`config.mk`:
```
export PLATFORM = sky130hd
export DESIGN_NAME = countdown_irq_timer
export DESIGN_NICKNAME = d
export VERILOG_FILES = /design/src/rtl/cdt_pkg.sv /design/src/rtl/cdt_prescaler.sv /design/src/rtl/cdt_counter.sv /design/src/rtl/cdt_irq.sv /design/src/rtl/countdown_irq_timer.sv
export SDC_FILE = /design/constraint.sdc
export NUM_CORES = 1
export LEC_CHECK = 0
export BUFFER_PORTS_ARGS = -buffer_cell sky130_fd_sc_hd__buf_2
export CAP_MARGIN = 20
export CORE_MARGIN = 5
export CORE_UTILIZATION = 60
export DETAILED_ROUTE_END_ITERATION = 10
export PLACE_DENSITY = 0.95
export SLEW_MARGIN = 20
export SYNTH_ARGS = -nofsm -noshare
export SYNTH_HDL_FRONTEND = slang
export SYNTH_SLANG_ARGS = --single-unit
```
`constraint.sdc`:
```
create_clock -name clk -period 3.8 [get_ports clk]
set_input_delay 0.38 -clock clk [delete_from_list [all_inputs] [get_ports clk]]
set_output_delay 0.38 -clock clk [all_outputs]
set_load 0.02 [all_outputs]
```
`src/rtl/cdt_pkg.sv`:
```
// Package: shared constants and register select codes for the countdown timer.
// Assumes a 32-bit write data path; entry field positions are fixed because
// software decodes them.
package cdt_pkg;
    localparam int DATA_W      = 32;
    localparam int SEL_W       = 2;
    localparam int ENTRY_MASK  = 16;
    localparam int ENTRY_MODE  = 17;

    typedef enum logic [SEL_W-1:0] {
        SEL_DIV   = 2'd0,
        SEL_INIT  = 2'd1,
        SEL_ENTRY = 2'd2,
        SEL_NONE  = 2'd3
    } reg_sel_e;
endpackage

```
`src/rtl/cdt_prescaler.sv`:
```
// Prescaler: emits one tick every 2**div_code clocks while the timer runs.
// Assumes restart is a one-clock strobe; a restart zeroes the phase and
// suppresses the tick on that edge.
module cdt_prescaler #(
    parameter int CODE_W = 3
) (
    input  logic              clk,
    input  logic              rst_n,
    input  logic              running,
    input  logic              restart,
    input  logic [CODE_W-1:0] div_code,
    output logic              tick
);
    localparam int PS_W = (1 << CODE_W) - 1;

    logic [PS_W-1:0] phase;
    logic [PS_W-1:0] terminal;

    // Terminal phase value for the selected divisor.
    always_comb begin
        terminal = PS_W'((1 << div_code) - 1);
    end

    // A tick fires when the phase hits its terminal value.
    always_comb begin
        tick = running && !restart && (phase == terminal);
    end

    // Phase counter: cleared on restart, wraps on tick.
    always_ff @(posedge clk) begin
        if (!rst_n) begin
            phase <= '0;
        end else if (restart || !running || tick) begin
            phase <= '0;
        end else begin
            phase <= phase + 1'b1;
        end
    end
endmodule

```
`src/rtl/cdt_counter.sv`:
```
// Counter: loads on an initial-count write and decrements on each prescaler
// tick. On reaching zero it stops (one-shot) or reloads (periodic), and
// raises a one-cycle fire pulse. Assumes load and tick are never both set
// (the prescaler suppresses the tick on a load).
module cdt_counter #(
    parameter int COUNT_W = 32
) (
    input  logic               clk,
    input  logic               rst_n,
    input  logic               load,
    input  logic [COUNT_W-1:0] load_val,
    input  logic               tick,
    input  logic               periodic,
    output logic [COUNT_W-1:0] count,
    output logic               running,
    output logic               fire
);
    localparam logic [COUNT_W-1:0] ONE = COUNT_W'(1);

    logic [COUNT_W-1:0] reload;

    // A zero crossing happens on the tick that leaves the count at one.
    always_comb begin
        fire = tick && (count == ONE);
    end

    // Count, reload value and run state.
    always_ff @(posedge clk) begin
        if (!rst_n) begin
            count   <= '0;
            reload  <= '0;
            running <= 1'b0;
        end else if (load) begin
            count   <= load_val;
            reload  <= load_val;
            running <= (load_val != '0);
        end else if (fire) begin
            if (periodic) begin
                count <= reload;
            end else begin
                count   <= '0;
                running <= 1'b0;
            end
        end else if (tick) begin
            count <= count - ONE;
        end
    end
endmodule

```
`src/rtl/cdt_irq.sv`:
```
// Request latch: sets the pending flag on an unmasked fire and clears it on
// end-of-interrupt. A fire on the same edge as eoi wins. Assumes fire is a
// one-cycle pulse.
module cdt_irq (
    input  logic clk,
    input  logic rst_n,
    input  logic fire,
    input  logic masked,
    input  logic eoi,
    output logic pending
);
    // Pending flag with merge and set-over-clear priority.
    always_ff @(posedge clk) begin
        if (!rst_n) begin
            pending <= 1'b0;
        end else if (fire && !masked) begin
            pending <= 1'b1;
        end else if (eoi) begin
            pending <= 1'b0;
        end
    end
endmodule

```
`src/rtl/countdown_irq_timer.sv`:
```
// Top: holds the divide setting and the vector-table entry, and wires the
// prescaler, counter and request latch. Assumes single-cycle write strobes
// on a bus clock shared with software.
module countdown_irq_timer #(
    parameter int COUNT_W = 32,
    parameter int VEC_W   = 8,
    parameter int CODE_W  = 3
) (
    input  logic                      clk,
    input  logic                      rst_n,
    input  logic                      wr_en,
    input  logic [cdt_pkg::SEL_W-1:0] wr_sel,
    input  logic [31:0]               wr_data,
    input  logic                      eoi,
    output logic [COUNT_W-1:0]        cur_count,
    output logic                      irq_pending,
    output logic [VEC_W-1:0]          irq_vector,
    output logic                      cfg_mask,
    output logic                      cfg_periodic
);
    import cdt_pkg::*;

    logic              div_wr, init_wr, entry_wr;
    logic [CODE_W-1:0] div_code;
    logic [VEC_W-1:0]  vec_q;
    logic              mask_q, mode_q;
    logic              tick, running, fire;

    // Decode the register select.
    always_comb begin
        div_wr   = wr_en && (wr_sel == SEL_DIV);
        init_wr  = wr_en && (wr_sel == SEL_INIT);
        entry_wr = wr_en && (wr_sel == SEL_ENTRY);
    end

    // Divide setting register.
    always_ff @(posedge clk) begin
        if (!rst_n) begin
            div_code <= '0;
        end else if (div_wr) begin
            div_code <= wr_data[CODE_W-1:0];
        end
    end

    // Vector-table entry: the reset value is masked, one-shot, vector 0.
    always_ff @(posedge clk) begin
        if (!rst_n) begin
            vec_q  <= '0;
            mask_q <= 1'b1;
            mode_q <= 1'b0;
        end else if (entry_wr) begin
            vec_q  <= wr_data[VEC_W-1:0];
            mask_q <= wr_data[ENTRY_MASK];
            mode_q <= wr_data[ENTRY_MODE];
        end
    end

    cdt_prescaler #(.CODE_W(CODE_W)) u_pre (
        .clk      (clk),
        .rst_n    (rst_n),
        .running  (running),
        .restart  (div_wr || init_wr),
        .div_code (div_code),
        .tick     (tick)
    );

    cdt_counter #(.COUNT_W(COUNT_W)) u_cnt (
        .clk      (clk),
        .rst_n    (rst_n),
        .load     (init_wr),
        .load_val (wr_data[COUNT_W-1:0]),
        .tick     (tick),
        .periodic (mode_q),
        .count    (cur_count),
        .running  (running),
        .fire     (fire)
    );

    cdt_irq u_irq (
        .clk     (clk),
        .rst_n   (rst_n),
        .fire    (fire),
        .masked  (mask_q),
        .eoi     (eoi),
        .pending (irq_pending)
    );

    // Expose the entry fields; delivery is always in fixed mode.
    always_comb begin
        irq_vector   = vec_q;
        cfg_mask     = mask_q;
        cfg_periodic = mode_q;
    end
endmodule

```
==> impl_metrics.csv, run 1 <==
group,metric,value,unit
status,status,"finished, final reports clean",
critical_path,endpoint_kind,"flip-flop",
clock_network,cts_buffers,9,
routing,vias,4651,
clock_network,ctsHoldBuffers,0,
placed_design,place_inst,705,
yosys,synth-main-ff-cell,"dfxtp_1",
min_path,worstHoldPathType,"input pin to flip-flop",
cells_and_area,drive_above_1_share,18.8,%
sta,tightest_slew,0.927,ns
floorplan,pin_count,81,
routing,ant_nets,0,
routing,routed_via_density,6.46,
run,cap_violations,0,
yosys,yosys.area.top_type,"dfxtp_1",
yosys,ys_types,59,
placed_design,post_dp_cell_area,4830,sq um
floorplan,initial_utilization,61.2,%
cells_and_area,n_antenna_cell,0,
floorplan,die_x,95.8,um
clock_network,cts_resized,0,
sta,setup_tns,0,ns
sta,finalCritPeriodShare,72.7,%
clock_network,clk_latency,0.36,ns
routing,drt_iter0_drc,531,
yosys,synth.area.top_cells,"dfxtp_1, nand2_1, a21oi_1, a221o_1, nand3_1",
cells_and_area,fin_cells,720,
yosys,yosysTopAreaCellShare,39.0,%
yosys,ys_ff_latch,86,
routing,routedWlPerCell,18.0,um
placed_design,io_buffers,80,
yosys,synth_enable_flop_cells,0,
sta,finClkSkew,0.00885,ns
critical_path,start_kind,"flip-flop",
critical_path,arrival,3.07,ns
critical_path,crit_type,"flip-flop to flip-flop",
sta,setup_viol,0,
yosys,synth.yosys.warnings,0,
routing,drt-total-wl,12900,um
sta,final.min_clock_period,2.76,ns
cells_and_area,fin_nets,658,
sta,slew_viol_final,0,
critical_path,cp_max_fo,28,
grt,grt_pass1_vias,4337,
clock_network,cts.clk_slew.worst_paths,0.08,ns
power_and_ir_drop,cellPowerDensity,418,nW/um^2
cells_and_area,final_area,4990,sq um
clock_network,cts_tree,"done",
cells_and_area,syn_to_final_growth,13.0,%
yosys,synth_async_sr_flop_share,0,%
cells_and_area,nFillCells,604,
placed_design,gp_congestion,0.938,
power_and_ir_drop,power.leakage,2.06,nW
sta,hold_viol_final,0,
floorplan,design.core.area,7210,sq um
grt,grt_max_degree,42,
clock_network,cts.path.max_buffers,2,
clock_network,numClockSinks,86,
clock_network,clockRootBuffer,"clkbuf_8",
floorplan,row_count,31,
power_and_ir_drop,ir_drop,0.000277,V
yosys,syn_area_per_cell,7.89,sq um
yosys,synthCells,559,
yosys,synthesis.area,4410,sq um
grt,track_usage,28.8,%
cells_and_area,final_util,69.1,%
sta,slew_headroom,38.1,%
yosys,seq_area_frac_synth,39.0,%
floorplan,die_area,9170,sq um
grt,grt_pass1_wl,20800,um
placed_design,hpwl,8940,um
sta,fmax,0.362,GHz
grt,gr-total-overflow,0,
grt,antenna_found_initial,0,
critical_path,worstPathRequired,4.11,ns
sta,rsz0062_at_grt,"false",
yosys,syn_nets,600,
clock_network,cts_setup_buffers,0,
floorplan,die_y,95.8,um
routing,first_pass_iters,5,
routing,drc,0,
clock_network,h-tree-depth,3,
cell usage after synthesis, types with 5 or more instances:
master and n:
inv_1 7, nor4_1 17, nand4_1 6, o31ai_1 5, and3_1 6, xor2_1 13, mux2i_1 10, xnor2_1 13
and2_1 5, a211o_1 5, a21oi_1 63, nor2_1 36, a31oi_1 10, dfxtp_1 86, buf_2 8, nand2_1 104
a22oi_1 5, or4_1 6, clkbuf_1 30, nand3_1 27, nor3_1 9, or3_1 5, a221o_1 14, o21ai_0 13
area by class of cell:
class / instances / area [sq um] / share of cell area, %
multi-input combinational: 424 / 2500 / 50.0
tap: 99 / 124 / 2.48
clock buffer: 11 / 131 / 2.63
timing repair buffer: 88 / 460 / 9.23
inverter: 8 / 30.0 / 0.602
clock inverter: 4 / 25.0 / 0.502
sequential: 86 / 1720 / 34.5
sequential cells by signal (all words and copies together), names as in the netlist:
name and count:
u_cnt.count 32, cfg_periodic 1, u_pre.phase 7, cfg_mask 1, irq_vector 8, u_cnt.running 1
u_cnt.reload 32, u_irq.pending 1, div_code 3
per-stage QoR:
| stage | power, W | hold WS [ns] | worst slack, ns |
|---|---|---|---|
| floorplan | 0.00139 | 0.432 | 1.29 |
| global placement | 0.00152 | 0.441 | 1.16 |
| finish | 0.00209 | 0.230 | 1.04 |
| CTS | 0.00208 | 0.222 | 1.07 |
| global route | 0.00218 | 0.240 | 0.777 |
| detailed placement | 0.00153 | 0.449 | 1.11 |
path summary, 6_finish.rpt:
path,startpoint,cells after the start,endpoint,slack (ns)
max,u_cnt.count[0]$_SDFFE_PN0P_,8,u_cnt.count[7]$_SDFFE_PN0P_,1.04
min,rst_n,2,cfg_mask$_SDFFE_PN1P_,0.23
max reg2reg,u_cnt.count[0]$_SDFFE_PN0P_,8,u_cnt.count[7]$_SDFFE_PN0P_,1.04
min reg2reg,u_cnt.reload[12]$_SDFFE_PN0P_,2,u_cnt.reload[12]$_SDFFE_PN0P_,0.46
where the power goes:
part           switching, W  internal, W  total [W]
registers         0.0000509     0.000939   0.000990
logic              0.000335     0.000205   0.000540
clock network      0.000324     0.000232   0.000556
total              0.000710      0.00138    0.00209
layout by cell type, fill, tap and decap left out, types with 3 or more instances in the layout:
| master | Yosys | layout |
|---|---|---|
| xor2_1 | 13 | 13 |
| nand4_1 | 6 | 6 |
| o31a_1 | 3 | 3 |
| or2_2 | 3 | 3 |
| nand4b_1 | 3 | 3 |
| a211o_1 | 5 | 5 |
| inv_1 | 7 | 7 |
| o211ai_1 | 3 | 3 |
| nor4_1 | 17 | 17 |
| o31ai_1 | 5 | 5 |
| nand2_1 | 104 | 104 |
| nand3_1 | 27 | 27 |
| a21oi_1 | 63 | 63 |
| a31oi_1 | 10 | 10 |
| o21a_1 | 3 | 3 |
| o21ai_0 | 13 | 13 |
| buf_2 | 8 | 80 |
| a22oi_1 | 5 | 5 |
| clkbuf_8 | 0 | 9 |
| xnor2_1 | 13 | 13 |
| or4_1 | 6 | 6 |
| or3_1 | 5 | 5 |
| ha_1 | 3 | 3 |
| mux2i_1 | 10 | 10 |
| nor2_1 | 36 | 35 |
| buf_4 | 0 | 8 |
| a221o_1 | 14 | 14 |
| dfxtp_1 | 86 | 86 |
| and3_1 | 6 | 6 |
| nor3_1 | 9 | 9 |
| and2_1 | 5 | 5 |
kinds of logic (layout without fill, tap and decap cells):
kind of cell | count (synthesis) | count (layout) | synth area share [%]
simple gates | 242 | 242 | 26.9
compound gates | 143 | 143 | 21.2
flops | 86 | 86 | 39.0
buf+inv | 49 | 111 | 4.59
xor+xnor | 26 | 26 | 5.16
mux | 10 | 10 | 2.27
fa+ha+maj | 3 | 3 | 0.851
worst max-delay path, stage by stage, from the launching register on:
cell and delay (ns):
dfxtp_1 0.44, ha_1 0.17, or4b_2 0.64, nor3_1 0.21
and4_1 0.39, buf_4 0.37, nand3_1 0.13, a21oi_1 0.20
a221o_2 0.16
metal layers:
metal	wire, um	track usage (%)	up-vias
met5	0	0	-
met2	6040	45.8	309
met3	1330	6.02	44
li1	-	-	2143
met1	5200	37.9	2155
met4	364	12.1	0
Power figures use the tool's default switching activity.
==> run 2, diff against run 1 <==
Settings changed: CORE_UTILIZATION 60 to 50, PLACE_DENSITY 0.95 to 0.87.
Clock period 3.8 ns to 2.3 ns, I/O delays scaled along.
==> run 2 against run 1 <==
Compared with the run above: the flow now finishes with violations (setup timing); sequential share of layout area is 4.2 points lower; via count is 8.8% higher; critical path depth stayed put; clock power is 130% higher; maximum frequency is 18% higher; utilization is 3.0 points lower; worst hold slack worse by 0.14 ns; non-clock buffer count is 54 higher; die area is 18% higher; final cell count is 9.0% higher; global-route usage is 2.0 points lower; critical endpoint is now u_cnt.count[31]$_SDFFE_PN0P_.
==> impl_metrics.csv, run 2 (synthesis gave the netlist of run 1 again) <==
group,metric,value,unit
sta,tightest_slew,0.718,ns
floorplan,die_x,104,um
min_path,hold_depth,2,
sta,slew_viol_final,0,
cells_and_area,final_common_cell,"nand2_1",
placed_design,io_buffers,80,
clock_network,h-tree-depth,3,
critical_path,rrSetupSlack,-0.04,ns
cells_and_area,fin_cells,785,
sta,finClkSkew,0.0143,ns
critical_path,worstPathRequired,2.56,ns
critical_path,arrival,2.60,ns
power_and_ir_drop,internal_power,0.00281,W
grt,grt_max_degree,55,
floorplan,row_count,34,
clock_network,ctsHoldBuffers,0,
sta,setup_viol,2,
placed_design,place_inst,765,
sta,final.min_clock_period,2.34,ns
grt,antenna_found_initial,0,
clock_network,cts_buffers,9,
clock_network,clockRootBuffer,"clkbuf_8",
cells_and_area,final_cell_mix,"nand2_1, buf_2, dfxtp_1, a21oi_1, buf_4",
cells_and_area,n_antenna_cell,0,
sta,setup_tns,-0.0742,ns
sta,fin_ws,-0.0402,ns
status,failed_checks,"setup timing",
clock_network,cts.path.max_buffers,2,
min_path,hp-start,"rst_n",
clock_network,clk_latency,0.37,ns
sta,hold_viol_final,0,
placed_design,post_dp_cell_area,5310,sq um
critical_path,r2r_cells,8,
cells_and_area,register_area,1740,sq um
floorplan,initial_utilization,50.9,%
routing,routed_via_density,6.45,
cells_and_area,drive_above_1_share,31.2,%
floorplan,die_area,10800,sq um
critical_path,cp_max_fo,5,
cells_and_area,final_area,5740,sq um
cells_and_area,fin_nets,713,
routing,drc,0,
sta,fmax,0.427,GHz
status,status,"finished, violations left",
power_and_ir_drop,cellPowerDensity,722,nW/um^2
grt,track_usage,26.8,%
power_and_ir_drop,swShare,32.3,%
clock_network,numClockSinks,86,
grt,gr-total-overflow,0,
placed_design,gp_congestion,0.923,
routing,drt_iter0_drc,601,
routing,first_pass_iters,7,
routing,ant_nets,0,
critical_path,endpoint_kind,"flip-flop",
critical_path,r2r-start,"u_cnt.count[15]$_SDFFE_PN0P_",
power_and_ir_drop,comb_power_share,30.2,%
min_path,holdPathEnd,"cfg_mask$_SDFFE_PN1P_",
routing,drt-total-wl,15300,um
placed_design,hpwl,10300,um
grt,grt_pass1_wl,23900,um
power_and_ir_drop,ir_drop,0.000409,V
run,cap_violations,0,
sta,worst_hold_slack,0.0851,ns
floorplan,die_y,104,um
power_and_ir_drop,seqPwrFrac,38.8,%
floorplan,pin_count,81,
power_and_ir_drop,clock_power_share,31.1,%
grt,grt_pass1_vias,4817,
clock_network,cts.clk_slew.worst_paths,0.09,ns
cells_and_area,syn_to_final_growth,30.0,%
clock_network,cts_tree,"done",
sta,rsz0062_at_grt,"true",
critical_path,r2r-end,"u_cnt.count[31]$_SDFFE_PN0P_",
power_and_ir_drop,power.leakage,2.42,nW
min_path,worstHoldPathType,"input pin to flip-flop",
cells_and_area,multi_input_comb_area,2700,sq um
critical_path,start_kind,"flip-flop",
cells_and_area,nFillCells,696,
sta,finalCritPeriodShare,102,%
power_and_ir_drop,p_sw,0.00134,W
sta,slew_headroom,51.9,%
routing,vias,5062,
critical_path,crit_type,"flip-flop to flip-flop",
floorplan,design.core.area,8680,sq um
routing,routedWlPerCell,19.4,um
==> run 2: cell types whose count changed in the layout (fill, tap and decap cells not counted), sizes merged <==
cell / change
clkinvlp: -1
buf: +54
a211oi: +1
bufinv: +3
clkbuf: -1
==> run 2: worst max-delay path by stage <==
stage	from	depth (start not counted)	slack, ns	to
2_1_floorplan	u_cnt.count[4]$_SDFFE_PN0P_	8	-0.02	u_cnt.count[24]$_SDFFE_PN0P_
3_3_place_gp	u_cnt.count[20]$_SDFFE_PN0P_	7	-0.02	u_cnt.count[31]$_SDFFE_PN0P_
3_5_place_dp	div_code[0]$_SDFFE_PN0P_	8	-0.05	u_cnt.count[0]$_SDFFE_PN0P_
4_1_cts	u_cnt.count[14]$_SDFFE_PN0P_	6	-0.004	u_cnt.count[31]$_SDFFE_PN0P_
5_1_grt	u_cnt.count[15]$_SDFFE_PN0P_	8	-0.11	u_cnt.count[31]$_SDFFE_PN0P_
6_report	u_cnt.count[15]$_SDFFE_PN0P_	8	-0.04	u_cnt.count[31]$_SDFFE_PN0P_
==> run 2: layer usage <==
layer	vias up	global-route usage, %	part of all wire [%]
met1	2363	33.3	37
met2	353	43.5	47
li1	2253	-	-
met5	-	0	0
met3	93	5.77	11
met4	0	13.5	4.9
==> run 2: cell type report <==
class                   count  share of cell area, %
clock buffers              10                   2.22
clock inverters             6                   1.94
inverters                   8                  0.567
multi-input cells         425                   47.1
flip-flops and latches     86                   30.3
well taps                 108                   2.36
repair buffers            142                   15.6
==> run 2: stage by stage <==
| step | setup WS (ns) | utilization, % | total power [W] |
|---|---|---|---|
| final | -0.0402 | 66.1 | 0.00414 |
| after global routing | -0.112 | 66.1 | 0.00431 |
| after CTS | -0.00430 | 64.2 | 0.00399 |
| after detailed placement | -0.0548 | 61.1 | 0.00271 |
| after global placement | -0.0203 | 61.1 | 0.00268 |
| after floorplan | -0.0244 | - | 0.00233 |
==> run 2: timing repair <==
action                     4_1_cts  5_1_grt
cloned                           1        0
gates resized for setup          4       35
buffers inserted                 0        3
pin swaps                        2       14
setup endpoints to repair       11       27
==> run 2: critical path: stages, from the launching register on <==
cell      delay, ns
dfxtp_2        0.33
or4_4          0.58
buf_6          0.16
nor4_4         0.25
buf_4          0.19
nand2_1        0.12
o22ai_1        0.21
a221oi_1       0.13
a221o_1        0.27
==> run 2: power by group through the flow <==
stage	sequential [W]	clock [W]	combinational (W)
2_1_floorplan	0.00170	0	0.000635
6_report	0.00161	0.00129	0.00125
3_3_place_gp	0.00163	0	0.00105
5_1_grt	0.00161	0.00136	0.00133
3_5_place_dp	0.00164	0	0.00107
4_1_cts	0.00160	0.00129	0.00110
